## config.mk

```make
export PLATFORM = sky130hd
export DESIGN_NAME = ts_source
export DESIGN_NICKNAME = d
export VERILOG_FILES = /design/src/rtl/ts_pkg.sv /design/src/rtl/tick_divider.sv /design/src/rtl/wrap_counter.sv /design/src/rtl/reg_read_port.sv /design/src/rtl/ts_source.sv
export SDC_FILE = /design/constraint.sdc
export NUM_CORES = 1
export LEC_CHECK = 0
export BUFFER_PORTS_ARGS = -buffer_cell sky130_fd_sc_hd__buf_2
export CORE_ASPECT_RATIO = 1.25
export CORE_MARGIN = 5
export CORE_UTILIZATION = 40
export DETAILED_ROUTE_END_ITERATION = 6
export PLACE_DENSITY = 0.56
export SLEW_MARGIN = 30
export SYNTH_ARGS = -nofsm -noshare
export SYNTH_HDL_FRONTEND = slang
export SYNTH_SLANG_ARGS = --single-unit
```

## constraint.sdc

```tcl
create_clock -name clk -period 3.7 [get_ports clk]
set_input_delay 0.37 -clock clk [delete_from_list [all_inputs] [get_ports clk]]
set_output_delay 0.37 -clock clk [all_outputs]
set_load 0.05 [all_outputs]
```

## src/rtl/ts_pkg.sv

```systemverilog
// Package: shared constants and the register-select type for the
// timestamp source. Assumes a 32-bit data bus and 16 bytes of space.
package ts_pkg;
    localparam int DATA_W  = 32;
    localparam int ADDR_W  = 4;
    localparam int NUM_CNT = 4;

    // Counter select, taken from rd_addr[3:2]; order fixes the offsets.
    typedef enum logic [1:0] {
        SEL_CYCLE = 2'd0,
        SEL_USEC  = 2'd1,
        SEL_MSEC  = 2'd2,
        SEL_SEC   = 2'd3
    } cnt_sel_t;
endpackage

```

## src/rtl/tick_divider.sv

```systemverilog
// Module: tick_divider
// Counts input ticks and emits one output tick (combinationally, in the
// same cycle as the input tick) on every DIV-th input tick.
// Assumes DIV >= 1; with DIV == 1 the output follows the input.
module tick_divider #(
    parameter int DIV = 10
) (
    input  logic clk,
    input  logic rst_n,
    input  logic in_tick,
    output logic out_tick
);
    localparam int CW = (DIV > 1) ? $clog2(DIV) : 1;
    localparam logic [CW-1:0] TC = CW'(DIV - 1);

    logic [CW-1:0] phase_q;
    logic          at_tc;

    // Terminal-count detect for the current phase.
    always_comb begin
        at_tc    = (phase_q == TC);
        out_tick = in_tick && at_tc;
    end

    // Phase advance on each input tick, returning to zero after TC.
    always_ff @(posedge clk) begin
        if (!rst_n) begin
            phase_q <= '0;
        end else if (in_tick) begin
            phase_q <= at_tc ? '0 : phase_q + 1'b1;
        end
    end
endmodule

```

## src/rtl/wrap_counter.sv

```systemverilog
// Module: wrap_counter
// Free-running W-bit counter that adds one per step and wraps naturally.
// Assumes step is a single-cycle pulse (or held high for every cycle).
module wrap_counter #(
    parameter int W = 32
) (
    input  logic         clk,
    input  logic         rst_n,
    input  logic         step,
    output logic [W-1:0] count
);
    // Count register: cleared only by reset, never loaded.
    always_ff @(posedge clk) begin
        if (!rst_n) begin
            count <= '0;
        end else if (step) begin
            count <= count + 1'b1;
        end
    end
endmodule

```

## src/rtl/reg_read_port.sv

```systemverilog
// Module: reg_read_port
// Registered read port: decodes a byte offset into one of NUM_CNT counters
// and returns it zero-extended one cycle later. Misaligned offsets read 0.
// Assumes CNT_W <= DATA_W.
module reg_read_port
    import ts_pkg::*;
#(
    parameter int CNT_W = 32
) (
    input  logic                            clk,
    input  logic                            rst_n,
    input  logic                            rd_en,
    input  logic [ADDR_W-1:0]               rd_addr,
    input  logic [NUM_CNT-1:0][CNT_W-1:0]   counts,
    output logic [DATA_W-1:0]               rd_data,
    output logic                            rd_valid
);
    cnt_sel_t          sel;
    logic              aligned;
    logic [DATA_W-1:0] rd_next;

    // Offset decode and zero-extension of the selected counter.
    always_comb begin
        sel     = cnt_sel_t'(rd_addr[3:2]);
        aligned = (rd_addr[1:0] == 2'b00);
        rd_next = '0;
        if (aligned) begin
            rd_next[CNT_W-1:0] = counts[sel];
        end
    end

    // Output register: capture on a read, hold otherwise.
    always_ff @(posedge clk) begin
        if (!rst_n) begin
            rd_data  <= '0;
            rd_valid <= 1'b0;
        end else begin
            rd_valid <= rd_en;
            if (rd_en) begin
                rd_data <= rd_next;
            end
        end
    end
endmodule

```

## src/rtl/ts_source.sv

```systemverilog
// Module: ts_source (top)
// Four free-running counters (cycles, microseconds, milliseconds, seconds)
// fed by a cascade of tick dividers, behind a registered read port.
// Assumes CLK_MHZ is the clock frequency in MHz; no write path exists.
module ts_source
    import ts_pkg::*;
#(
    parameter int CLK_MHZ   = 100,
    parameter int US_PER_MS = 1000,
    parameter int MS_PER_S  = 1000,
    parameter int CNT_W     = 32
) (
    input  logic              clk,
    input  logic              rst_n,
    input  logic              rd_en,
    input  logic [ADDR_W-1:0] rd_addr,
    output logic [DATA_W-1:0] rd_data,
    output logic              rd_valid
);
    // Divide factor of the stage feeding counter i (stage 0 is the clock).
    function automatic int stage_div(input int i);
        case (i)
            1:       return CLK_MHZ;
            2:       return US_PER_MS;
            3:       return MS_PER_S;
            default: return 1;
        endcase
    endfunction

    logic [NUM_CNT-1:0]            tick;
    logic [NUM_CNT-1:0][CNT_W-1:0] cnt_q;

    // Stage 0 ticks on every clock.
    assign tick[0] = 1'b1;

    // Divider cascade: each stage is fed by the tick of the stage below.
    for (genvar g = 1; g < NUM_CNT; g++) begin : g_div
        tick_divider #(
            .DIV (stage_div(g))
        ) u_div (
            .clk      (clk),
            .rst_n    (rst_n),
            .in_tick  (tick[g-1]),
            .out_tick (tick[g])
        );
    end

    // One free-running counter per resolution.
    for (genvar g = 0; g < NUM_CNT; g++) begin : g_cnt
        wrap_counter #(
            .W (CNT_W)
        ) u_cnt (
            .clk   (clk),
            .rst_n (rst_n),
            .step  (tick[g]),
            .count (cnt_q[g])
        );
    end

    reg_read_port #(
        .CNT_W (CNT_W)
    ) u_port (
        .clk      (clk),
        .rst_n    (rst_n),
        .rd_en    (rd_en),
        .rd_addr  (rd_addr),
        .counts   (cnt_q),
        .rd_data  (rd_data),
        .rd_valid (rd_valid)
    );
endmodule

```

==> out/qor.csv, run 1 <==
stage,metric,value,unit
sta,number of endpoints with negative hold slack in the final report,0,
sta,final cycle utilization of the critical path,74.1,%
drt,detailed-route via count,7452,
layout,non-filler cells in the finished layout,1338,
grt,global routing usage summed across all routing layers,18.4,%
sta,headroom to the max-slew limit,44.7,%
pwr,reported leakage power,3.40,nW
synth,area share of the leading cell type in the synthesized netlist,41.6,%
drt,per-cell via count in the routed design,5.57,
grt,maximum number of pins on one net before global-route repair,45,
setup_path,Critical Path Max Stage Delay,0.80,ns
drt,TritonRoute pass-1 iters,5,
sta,worst hold margin,0.439,ns
synth,"Net Count, Synth",1041,
drt,WL per Instance,17.0,µm
setup_path,worst path arrival time,3.10,ns
layout,fillcell total,2189,
setup_path,count of buffering cells on the critical path with inverters included,0,
drt,detailed-route DRC error count,0,
cts,CTS hold repair buffers,0,
setup_path,Worst Path Max Fanout,38,
cts,Post-CTS Setup Inserts,0,
grt,overall overflow remaining after global route,0,
synth,top cells by area in the synthesized netlist,"dfxtp_1, mux4_2, nor2_1",
hold_path,Worst Hold Path Cells,1,
cts,maximum level of the CTS H-tree,4,
sta,Slew Limit Fails,0,
cts,clock tree buffer depth,2,
layout,"commonest cells after routing, fill and taps aside","dfxtp_1, nor2_1, a21oi_1, nand2_1, nand4_1",
die,Core Footprint,0.0223,mm²
synth,Syn. warnings,0,
setup_path,number of stages on the worst setup path,6,
layout,Sequential cell area,0.00376,mm²
synth,number of enable flip-flop cells after synthesis,0,
place,Inst Count DP,1307,
synth,count of state elements after synthesis,188,
sta,min cycle time layout,2.74,ns
setup_path,Worst Setup End Kind,register,
synth,average size of a mapped cell,8.83,µm²
layout,area of the multi-input gates,0.00503,mm²
sta,Fin Clk Skew,0.0138,ns
pwr,Power Density,393,mW/mm²
cts,cts bufs inserted,17,
synth,post-synthesis cell type count,41,
synth,post-synthesis sequential area ratio,41.6,%
setup_path,depth of the most critical reg-to-reg path,6,
sta,Worst Max-Slew Pin Slew,0.829,ns
grt,initial antenna violation count,0,
setup_path,flop-to-flop setup slack,0.96,ns
die,Die Outline Area,0.0258,mm²
cts,CTS tree,done,
hold_path,class of the worst hold path,reg2reg,
synth,post-synth top area cell,dfxtp_1,
grt,wire length of the first global-routing pass,37.7,mm
drt,number of nets with antenna violations after routing,0,
cts,clock-pin slew of the registers on the worst-case setup and hold paths,0.07,ns
die,die outline width,145,µm
status,result of the run,"finished, final reports clean",
setup_path,class of the most critical setup path,reg2reg,
setup_path,cells along the critical path,"ha_1, and4bb_2, nand3_1, or3_2, or4_1, a21oi_1",
synth,"Primary FF master, synth",dfxtp_1,
synth,synthesized instance count,1026,
place,total of buffers placed on input and output ports,39,
place,Detail Placement HPWL,16.2,mm
die,initial core utilization,40.6,%
layout,"most common cell after layout, fill and taps aside",dfxtp_1,
sta,setup repair after global routing missed its margin,false,
sta,f_max,0.365,GHz
layout,number of antenna cells inserted,0,
grt,number of global-route vias before repair,7068,
drt,first-iteration detailed-routing DRC count,460,
pwr,worst voltage drop across the vdd grid,0.325,mV
place,RePlAce Congestion,0.821,
die,I/O pin cnt,40,
cts,CTS Root Cell,clkbuf_16,
layout,Layout Nets,1058,
layout,Syn-to-layout area delta,11.4,%
setup_path,startpoint kind of the worst setup timing path,register,
run,number of maximum-capacitance constraint violations,0,
layout,share of final-layout standard cells stronger than drive strength 1,11.8,%
cts,Num Clock Sinks,188,
setup_path,slowest cell on the critical path,or3_2,
setup_path,cell family contributing the most delay on the critical path,simple AND/OR/NAND/NOR gates,
cts,latest clock arrival within the worst-skew pair,0.43,ns
sta,final setup vio count,0,
setup_path,"Req. time, crit path",4.06,ns
die,# rows,61,
drt,final WL,22.7,mm
die,Vert. Die Dim,178,µm
cts,post-cts resize count,0,
synth,ys async rst share,0,%
place,placed instance area,0.00951,mm²
layout,final design instance area without fill,0.0101,mm²
synth,mapped cell area,0.00906,mm²
sta,total negative slack for setup checks,0,ns
## kinds of logic (layout without fill, tap and decap cells)
kind of cell	count (synthesis)	after routing	share of synthesized area [%]
AOI/OAI and AO/OA	136	136	8.01
and+or+nand+nor	495	495	28.9
xor gates and xnor gates	93	93	8.99
DFF	188	188	41.6
muxes	37	37	8.51
adders and majority gates	8	8	1.11
buffers and inverters	69	98	2.97
## worst reg2reg max path: stages (launching register included)
cell      delay [ns]
dfxtp_1         0.37
ha_1            0.25
and4bb_2        0.28
nand3_1         0.23
or3_2           0.80
or4_1           0.59
a21oi_1         0.15
## layout make-up
type | count | share of cell area [%]
Multi-Input combinational cell | 769 | 49.9
Sequential cell | 188 | 37.3
Clock buffer | 18 | 4.35
Tap cell | 283 | 3.51
Timing Repair Buffer | 53 | 3.00
Clock inverter | 13 | 1.39
Inverter | 14 | 0.546
## metal layers
metal	track usage (%)	part of all wire (%)	vias to the layer above
li1	-	-	3727
met1	25.1	46	3596
met2	30.5	49	101
met3	3.00	3.3	28
met4	4.74	1.5	0
met5	0	0	-
## Yosys cell counts, types with 2 or more instances
library cell  instances
o31ai_1              16
xor2_1               46
nor2b_1              34
and3_1               29
mux4_2               32
buf_2                 2
clkbuf_1             47
a31oi_1               2
nand4_1              57
and4bb_2              2
nand3_1              54
and2_1               10
nor3_1               13
or4_1                21
nand2b_1              4
nor2_1              145
a21oi_1              83
and4_1               10
o21ai_0              34
dfxtp_1             188
inv_1                13
nor4_1               14
xnor2_1              47
nor3b_1               2
ha_1                  8
or3_1                32
mux2i_1               5
nand2_1              59
buf_1                 5
## path summary, 6_finish.rpt
check / start / endpoint
worst min register to register: g_div[1].u_div.phase_q[0]$_SDFF_PP0_ / g_div[1].u_div.phase_q[0]$_SDFF_PP0_
worst max-delay path: g_div[3].u_div.phase_q[0]$_SDFFE_PN0P_ / g_cnt[3].u_cnt.count[20]$_SDFFE_PN0P_
worst min-delay path: g_div[1].u_div.phase_q[0]$_SDFF_PP0_ / g_div[1].u_div.phase_q[0]$_SDFF_PP0_
worst max register to register: g_div[3].u_div.phase_q[0]$_SDFFE_PN0P_ / g_cnt[3].u_cnt.count[20]$_SDFFE_PN0P_
## state kept, by name, indices dropped and copies added, names as in the netlist
name / flops
g_div.u_div.phase_q: 27
g_cnt.u_cnt.count: 128
u_port.rd_valid: 1
u_port.rd_data: 32
## stage by stage
step | setup WS (ns) | util, % | total power, mW
5_1_grt | 0.737 | 45.3 | 4.11
2_1_floorplan | 1.41 | - | 2.16
3_5_place_dp | 0.891 | 42.7 | 2.19
4_1_cts | 0.869 | 45.3 | 4.02
3_3_place_gp | 0.909 | 42.6 | 2.19
6_report | 0.958 | 45.3 | 3.97
## where the power goes
group / total (mW) / internal, mW / switching (mW)
combinational: 0.104 / 0.0293 / 0.0749
sequential: 2.03 / 2.03 / 0.00577
clock: 1.83 / 1.02 / 0.813
(Power assumes the default switching activity.)
==> run 2, diff against run 1 <==
- PLACE_DENSITY: 0.56 -> 0.58
- clock period: 3.7 -> 2.38 ns (I/O delays scaled with it)
==> out/qor.csv, run 2 (synthesis gave the netlist of run 1 again) <==
stage,metric,value,unit,change
setup_path,Worst Setup End Kind,register,,unchanged
layout,share of final-layout standard cells stronger than drive strength 1,14.0,%,was 11.8%
grt,maximum number of pins on one net before global-route repair,76,,was 45
layout,"commonest cells after routing, fill and taps aside","dfxtp_1, nor2_1, a21oi_1, nand2_1, nand4_1",,unchanged
cts,CTS tree,done,,unchanged
layout,registers with the most flip-flops,"g_cnt.u_cnt.count x128, u_port.rd_data x32, g_div.u_div.phase_q x27",,unchanged
layout,Layout Utilization,46.7,%,was 45.3%
drt,first-iteration detailed-routing DRC count,507,,was 460
cts,latest clock arrival within the worst-skew pair,0.43,ns,about the same
setup_path,class of the most critical setup path,reg2reg,,unchanged
place,total of buffers placed on input and output ports,39,,unchanged
cts,cts bufs inserted,17,,unchanged
place,placed instance area,0.00977,mm²,was 0.00951 mm²
sta,headroom to the max-slew limit,58.0,%,was 44.7%
sta,number of endpoints with negative hold slack in the final report,0,,unchanged
cts,clock tree buffer depth,2,,unchanged
layout,largest register by flop count,g_cnt.u_cnt.count,,unchanged
sta,min cycle time layout,2.24,ns,was 2.74 ns
sta,Worst Max-Slew Pin Slew,0.625,ns,was 0.829 ns
layout,Layout Nets,1083,,was 1058
layout,number of antenna cells inserted,0,,unchanged
sta,worst hold margin,0.226,ns,was 0.439 ns
sta,Fin Clk Skew,0.0126,ns,was 0.0138 ns
cts,clock-pin slew of the registers on the worst-case setup and hold paths,0.07,ns,about the same
grt,wire length of the first global-routing pass,37.1,mm,was 37.7 mm
drt,number of nets with antenna violations after routing,0,,unchanged
die,Core Footprint,0.0223,mm²,unchanged
layout,number of flip-flops under the largest register name,128,,unchanged
sta,setup repair after global routing missed its margin,false,,unchanged
drt,WL per Instance,16.8,µm,was 17.0 µm
die,die outline width,145,µm,unchanged
drt,detailed-route via count,7514,,was 7452
layout,Sequential cell area,0.00376,mm²,unchanged
layout,fillcell total,2167,,was 2189
die,initial core utilization,40.6,%,unchanged
setup_path,worst path arrival time,2.60,ns,was 3.10 ns
sta,final cycle utilization of the critical path,94.0,%,was 74.1%
setup_path,Worst Path Max Fanout,44,,was 38
sta,Slew Limit Fails,0,,unchanged
run,number of maximum-capacitance constraint violations,0,,unchanged
layout,"most common cell after layout, fill and taps aside",dfxtp_1,,unchanged
die,Die Outline Area,0.0258,mm²,unchanged
status,result of the run,"finished, final reports clean",,unchanged
die,# rows,61,,unchanged
pwr,reported leakage power,3.58,nW,was 3.40 nW
drt,final WL,23.0,mm,was 22.7 mm
grt,initial antenna violation count,0,,unchanged
setup_path,startpoint kind of the worst setup timing path,register,,unchanged
hold_path,class of the worst hold path,in2reg,,was reg2reg
grt,global routing usage summed across all routing layers,18.3,%,was 18.4%
sta,final setup vio count,0,,unchanged
grt,overall overflow remaining after global route,0,,unchanged
place,Detail Placement HPWL,16.5,mm,was 16.2 mm
sta,f_max,0.447,GHz,was 0.365 GHz
die,I/O pin cnt,40,,unchanged
die,Vert. Die Dim,178,µm,unchanged
grt,number of global-route vias before repair,6873,,was 7068
layout,Syn-to-layout area delta,15.0,%,was 11.4%
cts,Post-CTS Setup Inserts,0,,unchanged
layout,final design instance area without fill,0.0104,mm²,was 0.0101 mm²
cts,Num Clock Sinks,188,,unchanged
place,RePlAce Congestion,0.830,,was 0.821
layout,area of the multi-input gates,0.00504,mm²,was 0.00503 mm²
drt,per-cell via count in the routed design,5.51,,was 5.57
pwr,Power Density,621,mW/mm²,was 393 mW/mm²
setup_path,"Req. time, crit path",2.74,ns,was 4.06 ns
drt,TritonRoute pass-1 iters,5,,unchanged
sta,total negative slack for setup checks,0,ns,unchanged
pwr,worst voltage drop across the vdd grid,0.492,mV,was 0.325 mV
cts,maximum level of the CTS H-tree,4,,unchanged
cts,CTS Root Cell,clkbuf_16,,unchanged
drt,detailed-route DRC error count,0,,unchanged
-- run 2: cell types whose count changed in the layout (fill, tap and decap cells not counted), sizes merged --
cell,delta
buf,+25
clkinv,-4
inv,+3
bufinv,+2
-- run 2: critical path, stage by stage (launching register included) --
cell	delay, ns
dfxtp_1	0.37
nor4b_4	0.37
nand4_2	0.13
or3_1	0.43
buf_12	0.18
or4_1	0.51
a21oi_1	0.15
-- run 2: area by class of cell --
cell class	count	share of cell area, %
multi-input combinational	769	48.3
sequential	188	36.1
timing repair buffer	78	5.41
clock buffer	18	4.22
tap	283	3.40
clock inverter	14	1.97
inverter	14	0.529
-- run 2: where the power goes --
part / total (mW) / switching [mW] / internal, mW
combinational: 0.175 / 0.119 / 0.0554
clock: 3.13 / 1.31 / 1.82
sequential: 3.16 / 0.00899 / 3.15
total: 6.46 / 1.44 / 5.03
-- run 2: through the flow --
step	cells	total power, mW	worst slack (ns)
floorplan	1026	3.35	0.0905
global placement	1332	3.41	0.153
detailed placement	1332	3.41	0.131
CTS	1364	6.54	0.106
global route	1364	6.70	0.000311
finish	1364	6.46	0.142
-- run 2: final timing paths --
kind                                             start                               endpoint  slack (ns)  cells after the start
setup reg to reg  g_div[1].u_div.phase_q[4]$_SDFF_PP0_  g_cnt[3].u_cnt.count[28]$_SDFFE_PN0P_        0.14                      6
hold reg to reg   g_div[1].u_div.phase_q[0]$_SDFF_PP0_   g_div[1].u_div.phase_q[0]$_SDFF_PP0_        0.44                      1
setup / recovery  g_div[1].u_div.phase_q[4]$_SDFF_PP0_  g_cnt[3].u_cnt.count[28]$_SDFFE_PN0P_        0.14                      6
hold / removal                                   rst_n  g_cnt[2].u_cnt.count[12]$_SDFFE_PN0P_        0.23                      3
-- run 2: timing repair --
action,4_1_cts,5_1_grt
endpoints found under the setup margin,0,1
hold buffers,0,0
resized for setup,0,1
-- run 2: layer usage --
metal  up-vias  track usage [%]  part of all wire [%]
met5         -                0                     0
li1       3764                -                     -
met1      3621             25.1                    46
met3        22             2.90                   3.2
met4         0             5.64                   1.7
met2       107             29.5                    49
